File: src/rtl/usb_enum_pkg.sv
package usb_enum_pkg;

  typedef enum logic [2:0] {
    ST_IDLE     = 3'd0,
    ST_ATTACHED = 3'd1,
    ST_RST1     = 3'd2,
    ST_PROBED   = 3'd3,
    ST_RST2     = 3'd4,
    ST_LIVE     = 3'd5
  } enum_state_e;

  // Bit positions inside the host interrupt flag byte
  localparam int BIT_BUS   = 0;
  localparam int BIT_SNDAV = 3;
  localparam int BIT_CONN  = 5;
  localparam int BIT_FRAME = 6;

  typedef struct packed {
    logic bus;
    logic conn;
    logic frame_ok;
  } evt_t;

endpackage

File: src/rtl/usb_enum_decode.sv
module usb_enum_decode
  import usb_enum_pkg::*;
(
  input  logic irq_n,
  input  logic busy,
  input  logic bus_f,
  input  logic conn_f,
  input  logic frame_f,
  input  logic sndav_f,
  output logic service,
  output evt_t ev
);

  // Service only when the line is asserted and no fetch is outstanding
  always_comb begin
    service     = ~irq_n & ~busy;
    ev.bus      = bus_f;
    ev.conn     = conn_f;
    ev.frame_ok = frame_f & sndav_f;
  end

endmodule

File: src/rtl/usb_enum_fsm.sv
module usb_enum_fsm
  import usb_enum_pkg::*;
(
  input  logic        clk,
  input  logic        rst_n,
  input  logic        service,
  input  evt_t        ev,
  input  logic        attach_ok,
  input  logic        fetch_done,
  output enum_state_e state,
  output logic        pending,
  output logic        go_set,
  output logic        go_clr,
  output logic        go_fetch
);

  enum_state_e nxt_state;
  logic        nxt_pending;
  logic        upd_en;

  always_comb begin
    nxt_state   = state;
    nxt_pending = pending;
    go_set      = 1'b0;
    go_clr      = 1'b0;
    go_fetch    = 1'b0;
    if (pending) begin
      if (fetch_done) begin
        nxt_state   = ST_PROBED;
        nxt_pending = 1'b0;
      end
    end else if (service) begin
      // Fixed priority, one step per service
      if (state == ST_IDLE && ev.conn && attach_ok) begin
        nxt_state = ST_ATTACHED;
      end else if (state == ST_ATTACHED && ev.bus) begin
        nxt_state = ST_RST1;
        go_set    = 1'b1;
      end else if (state == ST_RST1 && ev.frame_ok) begin
        nxt_pending = 1'b1;
        go_fetch    = 1'b1;
      end else if (state == ST_PROBED && ev.bus) begin
        nxt_state = ST_RST2;
      end else if (state == ST_RST2 && ev.frame_ok) begin
        nxt_state = ST_LIVE;
        go_clr    = 1'b1;
      end else if (state != ST_IDLE && ev.conn) begin
        nxt_state = ST_IDLE;
      end
    end
  end

  assign upd_en = pending | service;

  always_ff @(posedge clk or negedge rst_n) begin
    if (!rst_n) begin
      state   <= ST_IDLE;
      pending <= 1'b0;
    end else if (upd_en) begin
      state   <= nxt_state;
      pending <= nxt_pending;
    end
  end

endmodule

File: src/rtl/usb_enum_outreg.sv
module usb_enum_outreg #(
  parameter int FLAG_W = 8
) (
  input  logic              clk,
  input  logic              rst_n,
  input  logic              service,
  input  logic [FLAG_W-1:0] flags,
  input  logic              go_set,
  input  logic              go_clr,
  input  logic              go_fetch,
  output logic              ack_we,
  output logic [FLAG_W-1:0] ack_data,
  output logic              sof_set,
  output logic              sof_clr,
  output logic              fetch_start
);

  always_ff @(posedge clk or negedge rst_n) begin
    if (!rst_n) begin
      ack_we      <= 1'b0;
      sof_set     <= 1'b0;
      sof_clr     <= 1'b0;
      fetch_start <= 1'b0;
    end else begin
      ack_we      <= service;
      sof_set     <= go_set;
      sof_clr     <= go_clr;
      fetch_start <= go_fetch;
    end
  end

  // Acknowledge data captured only on a service cycle
  always_ff @(posedge clk or negedge rst_n) begin
    if (!rst_n) begin
      ack_data <= '0;
    end else if (service) begin
      ack_data <= flags;
    end
  end

endmodule

File: src/rtl/usb_enum_seq.sv
module usb_enum_seq
  import usb_enum_pkg::*;
#(
  parameter int FLAG_W = 8
) (
  input  logic              clk,
  input  logic              rst_n,
  input  logic              irq_n,
  input  logic [FLAG_W-1:0] flags_i,
  input  logic              attach_ok_i,
  input  logic              fetch_done_i,
  output logic              ack_we_o,
  output logic [FLAG_W-1:0] ack_data_o,
  output logic              sof_set_o,
  output logic              sof_clr_o,
  output logic              fetch_start_o,
  output logic [2:0]        state_o
);

  logic        service;
  logic        pending;
  logic        go_set;
  logic        go_clr;
  logic        go_fetch;
  evt_t        ev;
  enum_state_e state;

  usb_enum_decode u_decode (
    .irq_n   (irq_n),
    .busy    (pending),
    .bus_f   (flags_i[BIT_BUS]),
    .conn_f  (flags_i[BIT_CONN]),
    .frame_f (flags_i[BIT_FRAME]),
    .sndav_f (flags_i[BIT_SNDAV]),
    .service (service),
    .ev      (ev)
  );

  usb_enum_fsm u_fsm (
    .clk        (clk),
    .rst_n      (rst_n),
    .service    (service),
    .ev         (ev),
    .attach_ok  (attach_ok_i),
    .fetch_done (fetch_done_i),
    .state      (state),
    .pending    (pending),
    .go_set     (go_set),
    .go_clr     (go_clr),
    .go_fetch   (go_fetch)
  );

  usb_enum_outreg #(.FLAG_W(FLAG_W)) u_outreg (
    .clk         (clk),
    .rst_n       (rst_n),
    .service     (service),
    .flags       (flags_i),
    .go_set      (go_set),
    .go_clr      (go_clr),
    .go_fetch    (go_fetch),
    .ack_we      (ack_we_o),
    .ack_data    (ack_data_o),
    .sof_set     (sof_set_o),
    .sof_clr     (sof_clr_o),
    .fetch_start (fetch_start_o)
  );

  assign state_o = state;

endmodule

File: config.mk
export PLATFORM = sky130hd
export DESIGN_NAME = usb_enum_seq
export DESIGN_NICKNAME = d
export VERILOG_FILES = /design/src/rtl/usb_enum_pkg.sv /design/src/rtl/usb_enum_decode.sv /design/src/rtl/usb_enum_fsm.sv /design/src/rtl/usb_enum_outreg.sv /design/src/rtl/usb_enum_seq.sv
export SDC_FILE = /design/constraint.sdc
export NUM_CORES = 1
export LEC_CHECK = 0
export BUFFER_PORTS_ARGS = -buffer_cell sky130_fd_sc_hd__buf_2
export CAP_MARGIN = 5
export CORE_UTILIZATION = 30
export CTS_CLUSTER_DIAMETER = 80
export DETAILED_ROUTE_END_ITERATION = 8
export GPL_ROUTABILITY_DRIVEN = 0
export PLACE_DENSITY = 0.52
export SYNTH_ARGS = -nofsm -noshare
export SYNTH_HDL_FRONTEND = slang
export SYNTH_SLANG_ARGS = --single-unit
File: constraint.sdc
create_clock -name clk -period 1.4 [get_ports clk]
set_input_delay 0.35 -clock clk [delete_from_list [all_inputs] [get_ports clk]]
set_output_delay 0.35 -clock clk [all_outputs]
set_load 0.005 [all_outputs]
== Word level (Yosys, flattened, before mapping) ==
Cells that the tools add are included.
Operators by class
  eq/ne operators: 6
  bitwise operators: 5
  muxes and demuxes: 27
  reductions and logical operators: 12
Operator list (count)
  $mux W3: 9
  $mux W1: 18
  $logic_and A1 B1 Y1: 7
  $eq A3 B2 Y1 const B: 2
  $reduce_bool A6 Y1: 1
  $reduce_and A5 Y1: 1
  $ne A4 B1 Y1 const B: 1
  $eq A3 B1 Y1 const B: 1
  $eq A3 B3 Y1 const B: 1
  $logic_not A3 Y1: 1
  $reduce_bool A3 Y1: 1
  $and A1 B1 Y1: 2
  $ne A2 B2 Y1 const B: 1
  $not A1 Y1: 2
  $reduce_bool A2 Y1: 1
  $or A1 B1 Y1: 1
Storage, ports and cells
  output and inout port bits: 15
  word-level logic and storage cells: 57
  register bits: 16

== Longest topological paths before layout ==
  word-level depth: 10
  mapped depth: 5

== By module ==
From an unflattened synthesis, not the netlist that was laid out.
Second synthesis, totals
  cell total of the unflattened synthesis: 56
  area, all modules: 748.2 sq um
By module, submodules not included
  usb_enum_outreg: sequential area each 300.3 sq um, area each 431.7 sq um, cells an instance 21, times used 1
  usb_enum_fsm: sequential area each 100.1 sq um, area each 291.5 sq um, cells an instance 31, times used 1
  usb_enum_decode: sequential area each 0.0 sq um, area each 25.0 sq um, cells an instance 4, times used 1

== Least setup slack after synthesis ==
OpenSTA, ideal clock, no wires.
  path kind: reg-to-reg
  start point: register u_fsm.state[1]
  end point: register u_fsm.state[0]
  stages on the path, launching flop included: 6
  required time: 1.271 ns
  period minus slack after synthesis: 1.313 ns
  setup time: 0.129 ns
  data arrival time: 1.184 ns
  slack: 0.087 ns
  cell sequence: dfrtp_1 -> buf_6 -> mux2_2 -> a21oi_2 -> o211ai_1 -> nor3b_1
Between the ends
  cells in the longest elaborated chain, start to end: 9
RTL lines
  start: declaration: RTL line usb_enum_fsm.sv:10  | output enum_state_e state,
  start signal: assignment: RTL line usb_enum_fsm.sv:60  | state <= nxt_state;
  $eq A3 B3 Y1: RTL line usb_enum_fsm.sv:44  | end else if (state == ST_RST2 && ev.frame_ok) begin
  $logic_and A1 B1 Y1: RTL line usb_enum_fsm.sv:44
  $mux W3: RTL line usb_enum_fsm.sv:44
  $mux W3: RTL line usb_enum_fsm.sv:42  | end else if (state == ST_PROBED && ev.bus) begin
  $mux W3: RTL line usb_enum_fsm.sv:39  | end else if (state == ST_RST1 && ev.frame_ok) begin
  $mux W3: RTL line usb_enum_fsm.sv:36  | end else if (state == ST_ATTACHED && ev.bus) begin
  $mux W3: RTL line usb_enum_fsm.sv:34  | if (state == ST_IDLE && ev.conn && attach_ok) begin
  $mux W3: RTL line usb_enum_fsm.sv:32  | end else if (service) begin
  $mux W3: RTL line usb_enum_fsm.sv:27  | if (pending) begin
Parallel ways exist; a longest one is shown, timed or not. The select of a mux whose other input is x is not followed.
A chain may end at the register's enable or synchronous reset.

== Final worst setup path ==
Ends and elaborated chain as after synthesis.

==> impl_metrics.xml <==
<?xml version="1.0" encoding="UTF-8"?>
<metrics>
  <group name="status">
    <metric name="status" unit="">completed</metric>
  </group>
  <group name="clocking">
    <metric name="clock_latency_reported_for_the_late_side_of_the_worst_skew_pair" unit="ps">280</metric>
    <metric name="clk_transition_reported_paths" unit="ps">100</metric>
    <metric name="clock_tree_from_tritoncts" unit="">yes</metric>
    <metric name="sink_count_of_the_clock_tree" unit="">16</metric>
    <metric name="ctsLongestPathBuffers" unit="">2</metric>
    <metric name="clock_tree.root_cell" unit="">sky130_fd_sc_hd__clkbuf_4</metric>
    <metric name="cts_buffers" unit="">3</metric>
    <metric name="h-tree-depth" unit="">1</metric>
  </group>
  <group name="placement">
    <metric name="port_buffers" unit="">27</metric>
    <metric name="placedInstanceArea" unit="µm²">931</metric>
    <metric name="dpl.hpwl" unit="µm">1190</metric>
    <metric name="post-place-cells" unit="">116</metric>
    <metric name="pre_cts_slack" unit="ps">-44.6</metric>
  </group>
  <group name="sta">
    <metric name="final.period_utilization" unit="">0.985</metric>
    <metric name="setup_viol_count_final" unit="">0</metric>
    <metric name="rsz0062_at_grt" unit="">true</metric>
    <metric name="hold_viol_final" unit="">0</metric>
    <metric name="worstMarginPinSlew" unit="ps">349</metric>
    <metric name="finalWorstSetupSlack" unit="ps">21.3</metric>
    <metric name="timing.setup.tns" unit="ps">0</metric>
    <metric name="achievable-frequency" unit="GHz">0.725</metric>
    <metric name="fin_hold_ws" unit="ps">263</metric>
    <metric name="relSlewSlack" unit="">0.768</metric>
    <metric name="fin_crit" unit="ps">1380</metric>
    <metric name="timing.clock.skew" unit="ps">10.8</metric>
    <metric name="slew_viol_final" unit="">0</metric>
  </group>
  <group name="power">
    <metric name="vdd.ir_drop.worst" unit="V">0.000617</metric>
    <metric name="totalPowerFinal" unit="mW">1.57</metric>
    <metric name="leakage" unit="nW">0.507</metric>
    <metric name="power.density" unit="mW/mm²">1530</metric>
  </group>
  <group name="final_layout">
    <metric name="regArea" unit="µm²">404</metric>
    <metric name="layout-area-overhead-vs-synth" unit="%">38.7</metric>
    <metric name="multiInputGateArea" unit="µm²">345</metric>
    <metric name="antennaDiodeCount" unit="">0</metric>
    <metric name="fillCellCount" unit="">219</metric>
    <metric name="design_area" unit="mm²">0.00103</metric>
    <metric name="finalCoreUtilization" unit="">0.451</metric>
    <metric name="layout-drive-gt1-share" unit="">0.606</metric>
    <metric name="final_net_count" unit="">108</metric>
    <metric name="finish.cell_count_without_fillers" unit="">122</metric>
  </group>
  <group name="synthesis">
    <metric name="netlist_top_cells_area" unit="">sky130_fd_sc_hd__dfrtp_1 54%, sky130_fd_sc_hd__mux2_2 14%, sky130_fd_sc_hd__and3b_1 2.4%</metric>
    <metric name="post_synth.cell_area_avg" unit="µm²">12.7</metric>
    <metric name="yosys_warnings" unit="">0</metric>
    <metric name="synthesis.nets" unit="">71</metric>
    <metric name="synth_top_area_share" unit="">0.541</metric>
    <metric name="postSynthRegisterBits" unit="">16</metric>
    <metric name="post_synth_fa_ha_maj_area_fraction" unit="">0</metric>
    <metric name="ys.flop_type" unit="">sky130_fd_sc_hd__dfrtp_1</metric>
    <metric name="synthMuxAreaShare" unit="">0.137</metric>
    <metric name="yosys.cell_types.count" unit="">28</metric>
    <metric name="postSynthCellCount" unit="">58</metric>
    <metric name="complex_gate_fraction_of_the_synthesized_area" unit="">0.122</metric>
    <metric name="simple_logic_cell_fraction_of_the_synthesized_area" unit="">0.162</metric>
    <metric name="synth_top_family_by_area" unit="">simple AND/OR/NAND/NOR gates</metric>
    <metric name="synth_sequential_area_ratio" unit="">0.541</metric>
    <metric name="synth.cell_area" unit="µm²">739</metric>
    <metric name="number_of_enable_type_register_cells_in_the_synthesized_netlist" unit="">0</metric>
    <metric name="synth-async-reset-ratio" unit="">1.00</metric>
    <metric name="netlist.top_cell.by_area" unit="">sky130_fd_sc_hd__dfrtp_1</metric>
    <metric name="xor_and_xnor_area_share_after_synthesis" unit="">0</metric>
  </group>
  <group name="floorplanning">
    <metric name="design.core.area" unit="mm²">0.00228</metric>
    <metric name="initial_utilization" unit="">0.325</metric>
    <metric name="design.portCount" unit="">28</metric>
    <metric name="core_rows" unit="">17</metric>
    <metric name="die-width" unit="µm">51.6</metric>
    <metric name="die_height" unit="µm">51.6</metric>
    <metric name="die-area" unit="mm²">0.00267</metric>
  </group>
  <group name="global_route">
    <metric name="grt_start_max_net_pins" unit="">17</metric>
    <metric name="wire_length_of_the_first_global_routing_pass" unit="µm">2480</metric>
    <metric name="grt.overflow.total" unit="">0</metric>
    <metric name="track_usage" unit="">0.125</metric>
    <metric name="grt_pass1_vias" unit="">543</metric>
    <metric name="grt_antenna_before_repair" unit="">0</metric>
  </group>
  <group name="routing">
    <metric name="wirelength_routed" unit="µm">1530</metric>
    <metric name="drt_pass1_iterations" unit="">3</metric>
    <metric name="ant_nets" unit="">0</metric>
    <metric name="avgViaCountPerCell" unit="">4.90</metric>
    <metric name="wl_per_cell" unit="µm">12.5</metric>
    <metric name="route.vias.total" unit="">598</metric>
    <metric name="drt-initial-drc-count" unit="">5</metric>
    <metric name="post-route-drc-count" unit="">0</metric>
  </group>
  <group name="worst_setup_path">
    <metric name="critical_path.startpoint_type" unit="">flop</metric>
    <metric name="arrival_time_of_the_worst_setup_path" unit="ps">1550</metric>
    <metric name="required" unit="ps">1570</metric>
    <metric name="endpoint_class_of_the_critical_path" unit="">flop</metric>
    <metric name="path_class" unit="">reg -&gt; reg</metric>
    <metric name="critical_path.max_fanout" unit="">4</metric>
  </group>
  <group name="flow_run">
    <metric name="maxCapViolCount" unit="">0</metric>
  </group>
  <group name="min_path">
    <metric name="hold_path.class" unit="">in -&gt; reg</metric>
  </group>
</metrics>
## cell type report
class                           count  share of cell area
Clock buffer                        4              0.0354
Inverter                            3              0.0110
Multi-Input combinational cell     37               0.337
Sequential cell                    16               0.394
Tap cell                           28              0.0341
Timing Repair Buffer               34               0.189
## placed cells by master, fill, tap and decap left out, drive strengths merged, types with 2 or more instances in the layout
cell and count:
buf 33, inv 3, o21ai 2, and2 2, nor3b 2, nor4 2, mux2 9, a21oi 4
and3b 2, dfrtp 16, clkbuf 4
## per-layer routing
metal	routed length (µm)	GRT usage	part of all wire
met5	0	0	0
met4	30	0.0405	0.020
met2	707	0.201	0.46
met1	717	0.165	0.47
met3	71	0.0292	0.046
## state kept, by name, indices dropped and copies added, names as in the netlist
name                  count
u_outreg.ack_data         8
u_fsm.state               3
u_fsm.pending             1
u_outreg.ack_we           1
u_outreg.fetch_start      1
u_outreg.sof_clr          1
u_outreg.sof_set          1
## worst paths after layout
path / end / depth (start not counted) / slack [ps] / start
hold reg to reg: u_outreg.ack_data[5] / 1 / 500 / u_outreg.ack_data[5]
hold / removal: u_outreg.sof_set / 2 / 260 / irq_n
setup reg to reg: u_fsm.state[0] / 4 / 20 / u_fsm.state[1]
max in group asynchronous: u_fsm.state[1] / 2 / 630 / rst_n
setup / recovery: u_fsm.state[0] / 4 / 20 / u_fsm.state[1]
min in group asynchronous: u_outreg.ack_data[6] / 2 / 490 / rst_n
## cells in the mapped netlist (2+ instances only)
| library cell | instances |
|---|---|
| sky130_fd_sc_hd__nor4_1 | 2 |
| sky130_fd_sc_hd__dfrtp_1 | 16 |
| sky130_fd_sc_hd__and3b_1 | 2 |
| sky130_fd_sc_hd__inv_1 | 3 |
| sky130_fd_sc_hd__a21oi_1 | 3 |
| sky130_fd_sc_hd__and2_1 | 2 |
| sky130_fd_sc_hd__mux2_2 | 9 |
## critical path: stages (launching register included)
cell and delay (ps):
sky130_fd_sc_hd__dfrtp_2 440, sky130_fd_sc_hd__mux2_2 380, sky130_fd_sc_hd__a21oi_2 190, sky130_fd_sc_hd__o211ai_1 110, sky130_fd_sc_hd__nor3b_1 150
## report_power, final
group | switching (mW) | internal, mW | total [mW]
clock network | 0.142 | 0.158 | 0.300
logic | 0.274 | 0.334 | 0.608
registers | 0.0976 | 0.564 | 0.661
total | 0.514 | 1.06 | 1.57
## cells by family after synthesis
kind of cell | count (synthesis)
AND/OR/NAND/NOR | 15
flip-flops | 16
multiplexers | 9
AO/OA/AOI/OAI | 13
buffers and inverters | 5
## what timing repair did
| action | CTS | global route |
|---|---|---|
| gates resized for setup | 0 | 10 |
| hold endpoints to repair | 16 | 0 |
| setup buffers | 0 | 1 |
| hold buffers | 1 | 0 |
| setup endpoints to repair | 0 | 4 |
Note: power is estimated with default switching activity, not from simulation.
